File: src/rtl/bootld_pkg.sv
package bootld_pkg;
   typedef enum logic [2:0] {
      BL_RESET,
      BL_IDLE,
      BL_READ,
      BL_YIELD,
      BL_FINISH
   } bl_state_e;
endpackage

File: src/rtl/bootld_wait_timer.sv
module bootld_wait_timer #(
   parameter int WAIT_W   = 3,
   parameter int WAIT_RST = 3
) (
   input  logic              clk,
   input  logic              rst_n,
   input  logic              cfg_we,
   input  logic [WAIT_W-1:0] cfg_val,
   input  logic              run,
   output logic              expire
);
   logic [WAIT_W-1:0] wait_q;
   logic [WAIT_W-1:0] cnt;

   assign expire = run && (cnt >= wait_q);

   always_ff @(posedge clk or negedge rst_n) begin
      if (!rst_n) begin
         wait_q <= WAIT_W'(WAIT_RST);
         cnt    <= '0;
      end else begin
         if (cfg_we)
            wait_q <= cfg_val;
         if (!run || expire)
            cnt <= '0;
         else
            cnt <= cnt + 1'b1;
      end
   end

   // a non-zero setting never lets two bytes finish on adjacent cycles
   AST_WAIT_SPACING: assert property (@(posedge clk) disable iff (!rst_n)
      (expire && wait_q != '0 && !cfg_we) |=> !expire);
endmodule

File: src/rtl/bootld_addr_gen.sv
module bootld_addr_gen #(
   parameter int PAGE_W   = 3,
   parameter int OFFSET_W = 13
) (
   input  logic              clk,
   input  logic              rst_n,
   input  logic              start,
   input  logic [PAGE_W-1:0] start_page,
   input  logic              step,
   output logic [OFFSET_W:0] ext_addr,
   output logic [PAGE_W-2:0] page_hi
);
   logic [PAGE_W-1:0]   page_q;
   logic [OFFSET_W-1:0] offset_q;

   always_ff @(posedge clk or negedge rst_n) begin
      if (!rst_n) begin
         page_q   <= '0;
         offset_q <= '0;
      end else if (start) begin
         page_q   <= start_page;
         offset_q <= '0;
      end else if (step) begin
         offset_q <= offset_q + 1'b1;
      end
   end

   assign ext_addr = {page_q[0], offset_q};
   assign page_hi  = page_q[PAGE_W-1:1];

   // the image fits in one page, so the offset never wraps
   AST_OFFSET_NO_WRAP: assert property (@(posedge clk) disable iff (!rst_n)
      step |-> (offset_q != '1));
endmodule

File: src/rtl/bootld_packer.sv
module bootld_packer #(
   parameter int BYTE_W = 8,
   parameter int WORD_W = 24,
   parameter int WORDS  = 2048,
   localparam int NB    = WORD_W / BYTE_W,
   localparam int LW    = (NB > 1) ? $clog2(NB) : 1,
   localparam int AW    = $clog2(WORDS)
) (
   input  logic              clk,
   input  logic              rst_n,
   input  logic              clr,
   input  logic              byte_vld,
   input  logic [BYTE_W-1:0] byte_in,
   output logic              last_byte,
   output logic              word_we,
   output logic [AW-1:0]     word_addr,
   output logic [WORD_W-1:0] word_data
);
   logic [WORD_W-BYTE_W-1:0] sh_q;
   logic [WORD_W-BYTE_W-1:0] sh_next;
   logic [LW-1:0]            lane_q;
   logic [AW-1:0]            wcnt_q;
   logic                     lane_full;

   assign lane_full = (lane_q == LW'(NB - 1));
   assign last_byte = lane_full && (wcnt_q == AW'(WORDS - 1));

   generate
      if (NB > 2) begin : g_wide
         assign sh_next = {sh_q[WORD_W-2*BYTE_W-1:0], byte_in};
      end else begin : g_pair
         assign sh_next = byte_in;
      end
   endgenerate

   always_ff @(posedge clk or negedge rst_n) begin
      if (!rst_n) begin
         sh_q      <= '0;
         lane_q    <= '0;
         wcnt_q    <= '0;
         word_we   <= 1'b0;
         word_addr <= '0;
         word_data <= '0;
      end else if (clr) begin
         lane_q  <= '0;
         wcnt_q  <= '0;
         word_we <= 1'b0;
      end else begin
         word_we <= 1'b0;
         if (byte_vld) begin
            sh_q <= sh_next;
            if (lane_full) begin
               lane_q    <= '0;
               word_we   <= 1'b1;
               word_addr <= wcnt_q;
               word_data <= {sh_q, byte_in};
               wcnt_q    <= wcnt_q + 1'b1;
            end else begin
               lane_q <= lane_q + 1'b1;
            end
         end
      end
   end

   AST_WORD_AFTER_BYTE: assert property (@(posedge clk) disable iff (!rst_n)
      word_we |-> $past(byte_vld));
endmodule

File: src/rtl/boot_loader.sv
module boot_loader
   import bootld_pkg::*;
#(
   parameter int WORDS    = 2048,
   parameter int PAGE_W   = 3,
   parameter int OFFSET_W = 13,
   parameter int BYTE_W   = 8,
   parameter int WORD_W   = 24,
   parameter int WAIT_W   = 3,
   parameter int WAIT_RST = 3
) (
   input  logic                     clk,
   input  logic                     rst_n,
   input  logic                     map_sel,
   input  logic                     sw_boot,
   input  logic [PAGE_W-1:0]        sw_page,
   input  logic                     cfg_wait_we,
   input  logic [WAIT_W-1:0]        cfg_wait,
   input  logic                     ext_bus_req,
   output logic                     ext_bus_grant,
   output logic [OFFSET_W:0]        ext_addr,
   output logic [PAGE_W-2:0]        ext_dhi,
   output logic                     ext_doe,
   input  logic [BYTE_W-1:0]        ext_lane_din,
   output logic                     bsel_n,
   output logic                     rd_n,
   output logic                     ram_we,
   output logic [$clog2(WORDS)-1:0] ram_addr,
   output logic [WORD_W-1:0]        ram_wdata,
   output logic                     core_hold,
   output logic                     boot_done
);
   localparam int NB = WORD_W / BYTE_W;

   initial begin
      if (WORD_W % BYTE_W != 0) $error("word width must be a whole number of bytes");
      if (WORDS < 2) $error("at least two words required");
      if (NB * WORDS > (1 << OFFSET_W)) $error("image larger than one page");
      if (PAGE_W < 2) $error("page field needs at least two bits");
      if (WAIT_RST >= (1 << WAIT_W)) $error("reset wait value out of range");
   end

   bl_state_e         state_q;
   logic              expire;
   logic              byte_vld;
   logic              last_byte;
   logic              start;
   logic [PAGE_W-1:0] start_page;
   logic              done_q;

   assign start      = (state_q == BL_RESET && !map_sel) || (state_q == BL_IDLE && sw_boot);
   assign start_page = (state_q == BL_IDLE) ? sw_page : '0;
   assign byte_vld   = (state_q == BL_READ) && expire;

   always_ff @(posedge clk or negedge rst_n) begin
      if (!rst_n) begin
         state_q <= BL_RESET;
         done_q  <= 1'b0;
      end else begin
         done_q <= (state_q == BL_FINISH);
         case (state_q)
            BL_RESET:  state_q <= map_sel ? BL_IDLE : BL_READ;
            BL_IDLE:   if (sw_boot) state_q <= BL_READ;
            BL_READ:
               if (expire) begin
                  if (last_byte)        state_q <= BL_FINISH;
                  else if (ext_bus_req) state_q <= BL_YIELD;
               end
            BL_YIELD:  if (!ext_bus_req) state_q <= BL_READ;
            BL_FINISH: state_q <= BL_IDLE;
            default:   state_q <= BL_IDLE;
         endcase
      end
   end

   bootld_wait_timer #(.WAIT_W(WAIT_W), .WAIT_RST(WAIT_RST)) u_timer (
      .clk(clk), .rst_n(rst_n), .cfg_we(cfg_wait_we), .cfg_val(cfg_wait),
      .run(state_q == BL_READ), .expire(expire)
   );

   bootld_addr_gen #(.PAGE_W(PAGE_W), .OFFSET_W(OFFSET_W)) u_addr (
      .clk(clk), .rst_n(rst_n), .start(start), .start_page(start_page),
      .step(byte_vld), .ext_addr(ext_addr), .page_hi(ext_dhi)
   );

   bootld_packer #(.BYTE_W(BYTE_W), .WORD_W(WORD_W), .WORDS(WORDS)) u_pack (
      .clk(clk), .rst_n(rst_n), .clr(start), .byte_vld(byte_vld),
      .byte_in(ext_lane_din), .last_byte(last_byte), .word_we(ram_we),
      .word_addr(ram_addr), .word_data(ram_wdata)
   );

   assign rd_n          = (state_q != BL_READ);
   assign bsel_n        = (state_q != BL_READ);
   assign ext_doe       = (state_q == BL_READ);
   assign ext_bus_grant = (state_q == BL_YIELD);
   assign core_hold     = (state_q != BL_IDLE);
   assign boot_done     = done_q;

   AST_GRANT_AT_BOUNDARY: assert property (@(posedge clk) disable iff (!rst_n)
      $rose(ext_bus_grant) |-> $past(byte_vld));
   AST_ADDR_HELD_IN_BYTE: assert property (@(posedge clk) disable iff (!rst_n)
      (!rd_n && $past(!rd_n) && !$past(byte_vld)) |-> $stable(ext_addr));
   AST_DONE_AFTER_WRITE: assert property (@(posedge clk) disable iff (!rst_n)
      boot_done |-> $past(ram_we));
   AST_READ_HOLDS_CORE: assert property (@(posedge clk) disable iff (!rst_n)
      !rd_n |-> core_hold);
endmodule

File: config.mk
export PLATFORM = sky130hd
export DESIGN_NAME = boot_loader
export DESIGN_NICKNAME = d
export VERILOG_FILES = /design/src/rtl/bootld_pkg.sv /design/src/rtl/bootld_wait_timer.sv /design/src/rtl/bootld_addr_gen.sv /design/src/rtl/bootld_packer.sv /design/src/rtl/boot_loader.sv
export SDC_FILE = /design/constraint.sdc
export NUM_CORES = 1
export LEC_CHECK = 0
export BUFFER_PORTS_ARGS = -buffer_cell sky130_fd_sc_hd__buf_4
export CAP_MARGIN = 20
export CELL_PAD_IN_SITES_DETAIL_PLACEMENT = 1
export CELL_PAD_IN_SITES_GLOBAL_PLACEMENT = 2
export CORE_MARGIN = 2
export CORE_UTILIZATION = 39
export DETAILED_ROUTE_END_ITERATION = 12
export PLACE_DENSITY_LB_ADDON = 0.1
export RECOVER_POWER = 100
export SLEW_MARGIN = 5
export SYNTH_ARGS = -nofsm -noshare
export SYNTH_HDL_FRONTEND = slang
export SYNTH_SLANG_ARGS = --single-unit
File: constraint.sdc
create_clock -name clk -period 6.1 [get_ports clk]
set_input_delay 0.305 -clock clk [delete_from_list [all_inputs] [get_ports clk]]
set_output_delay 0.305 -clock clk [all_outputs]
set_load 0.02 [all_outputs]
==> impl_metrics.json <==
{
  "synth-simple-area-share_pct": 13.5,
  "core_sq_um": 9860,
  "area_delta_synth_final_pct": 16.2,
  "drv_slew": 64,
  "power.internal_mw": 1.25,
  "ys_ff_latch": 91,
  "drtAntennaViolNets": 0,
  "switching_share_pct": 37.7,
  "cap_violations": 2,
  "grtUsageMet1_pct": 21.1,
  "violations": "capacitance limit, slew limit",
  "htreeDepth": 3,
  "synth_area_sq_um": 3990,
  "postCtsHoldBufs": 1,
  "synth-compound-area-share_pct": 7.90,
  "worstPathRequired_ns": 6.34,
  "num_antenna_cells": 0,
  "setup_violations": 0,
  "dp_hpwl_microns": 6100,
  "cts_resized": 0,
  "n_fill_cell": 1074,
  "yosys.area_share.xor_xnor_pct": 0.220,
  "finalSetupTns_ns": 0,
  "dr.pass1.iters": 4,
  "die_x_microns": 105,
  "critPathCaptureType": "flop",
  "async_flop_share_pct": 100,
  "cts_setup_buffers": 0,
  "clockPowerShare_pct": 21.0,
  "drt_iter0_markers": 67,
  "min_period_ns": 3.82,
  "final_cell_mix": "dfrtp_1, clkbuf_1, mux2_2, nand2_1",
  "ios": 78,
  "path_max_fanout": 35,
  "outcome": "finished with violations",
  "netlist_instances": 322,
  "synth_top_family_by_area": "multiplexers",
  "fmax_mhz": 262,
  "power_frac_comb_pct": 35.0,
  "vias_per_cell": 5.29,
  "grt_max_degree": 66,
  "rsz0062_at_grt": "no",
  "fin_crit_sh_pct": 62.7,
  "crit_arrival_ns": 4.06,
  "gp_congestion": 0.772,
  "nets": 425,
  "start_util_pct": 40.4,
  "num_vias": 2839,
  "wire_per_inst_microns": 16.5,
  "ys.flop_type": "dfrtp_1",
  "clock-sinks": 91,
  "grtUsageMet2_pct": 28.7,
  "dpl.cell_count": 520,
  "cp-start-kind": "flop",
  "min_path_type": "in -> reg",
  "grt_most_used_layer": "met2",
  "gr-usage-met3_pct": 4.30,
  "yosysWarnings": 0,
  "finClkSkew_ns": 0.00979,
  "layout_commonest_cell": "dfrtp_1",
  "grt_pass1_wl_microns": 15100,
  "p_seq_share_pct": 44.1,
  "ys_seq_area_share_pct": 57.1,
  "synthMuxAreaShare_pct": 16.2,
  "cts_tree": "done",
  "antenna_found_initial": 0,
  "path_clk_slew_ns": 0.08,
  "powerDensity_nw_per_um2": 431,
  "p_leak_nw": 2.05,
  "synth_adder_area_share_pct": 1.88,
  "rows": 36,
  "drc": 0,
  "clockBufferDepth": 2,
  "grt_pass1_vias": 3012,
  "ir_drop_mv": 0.167,
  "worst_pin_slew_ns": 1.74,
  "final_cells": 537,
  "syn-num-nets": 348,
  "synth.avg_cell_area_sq_um": 12.4,
  "dieArea_sq_um": 11100,
  "power.switching_uw": 753,
  "ctsRootBufferMaster": "clkbuf_8",
  "cts_made_buffers": 9,
  "hold_viol_final": 0,
  "io_buffers": 77,
  "r2r_slack_ns": 2.28,
  "critPathKind": "reg -> reg",
  "final_layout_size_suffix_gt1_share_pct": 22.3,
  "synth_edf_count": 0,
  "overflow": 0,
  "track_usage_pct": 17.1,
  "wl_microns": 8850,
  "relSlewSlack_pct": -16.6,
  "yosysUniqueCellTypes": 44,
  "die_h_microns": 105,
  "clock_latency_ns": 0.36
}
state kept, by name, summed over array words and instances (netlist names), 3 cells and up:
name / flops
u_pack.sh_q: 16
u_pack.word_data: 24
u_timer.cnt: 3
u_pack.word_addr: 11
u_addr.offset_q: 13
state_q: 3
u_addr.page_q: 3
u_timer.wait_q: 3
u_pack.wcnt_q: 11
power by group through the flow:
stage | Combinational [mW] | Clock (mW) | Sequential (mW)
finish | 0.699 | 0.419 | 0.881
global route | 0.779 | 0.461 | 0.912
CTS | 0.817 | 0.437 | 0.889
detailed placement | 0.815 | 0 | 0.899
global placement | 0.800 | 0 | 0.893
floorplan | 0.435 | 0 | 0.981
Yosys cell counts (3+ instances only):
cell type / count / area (sq um)
nor2_1: 8 / 30.0
o31ai_1: 11 / 82.6
dfrtp_1: 89 / 2230
inv_1: 8 / 30.0
mux2_2: 53 / 597
clkbuf_1: 6 / 22.5
and3_1: 4 / 25.0
o41ai_1: 4 / 35.0
mux2i_1: 5 / 50.1
a21oi_1: 20 / 100
nand2b_1: 3 / 18.8
nand2_1: 23 / 86.3
nor3_1: 3 / 15.0
nand3_1: 16 / 80.1
or4_1: 12 / 90.1
buf_2: 4 / 20.0
or4b_1: 4 / 40.0
nand4_1: 4 / 25.0
o21ai_0: 6 / 30.0
ha_1: 6 / 75.1
worst max-delay path: stages, from the launching register on:
cell        delay, ns
dfrtp_1          0.44
or3b_1           0.70
clkinvlp_2       0.40
nand3_1          1.25
inv_1            0.53
mux2_2           0.38
final cells by class:
cell class | count | area, sq um | share of cell area, %
Sequential cell | 91 | 2280 | 49.2
Multi-Input combinational cell | 206 | 1560 | 33.7
Timing Repair Buffer | 82 | 389 | 8.39
Tap cell | 133 | 166 | 3.59
Clock buffer | 13 | 159 | 3.43
Clock inverter | 3 | 46.3 | 0.998
Inverter | 9 | 35.0 | 0.756
worst paths after layout:
check | endpoint | cells past startpoint | start
max in group asynchronous | u_pack.wcnt_q[2] | 3 | rst_n
max | u_pack.word_data[20] | 5 | state_q[0]
min | u_timer.wait_q[1] | 2 | cfg_wait_we
min reg2reg | u_addr.page_q[0] | 2 | u_addr.page_q[0]
max reg2reg | u_pack.word_data[20] | 5 | state_q[0]
min in group asynchronous | u_timer.wait_q[2] | 2 | rst_n
metrics by stage:
stage | instance area, sq um | utilization, % | hold slack [ns] | power (mW) | worst slack, ns
floorplan | 3990 | - | 0.00941 | 1.42 | 4.03
global placement | 4680 | 47.4 | 0.246 | 1.69 | 3.09
detailed placement | 4680 | 47.4 | 0.251 | 1.71 | 3.04
CTS | 4890 | 49.6 | 0.123 | 2.14 | 3.04
global route | 4640 | 47.0 | 0.130 | 2.15 | 1.83
finish | 4640 | 47.0 | 0.135 | 2.00 | 2.28
cells by family after synthesis:
group	Yosys count
XOR/XNOR	1
adder cells (fa/ha/maj)	6
flip-flops	91
multiplexers	58
buffers and inverters	25
AND/OR/NAND/NOR	92
AO/OA/AOI/OAI	49
metal layers:
metal / part of all wire [%] / vias to the layer above
met5: 0 / -
met4: 1.7 / 0
met3: 4.0 / 10
met2: 50 / 52
met1: 44 / 1446
li1: - / 1331
Note: power is estimated with default switching activity, not from simulation.
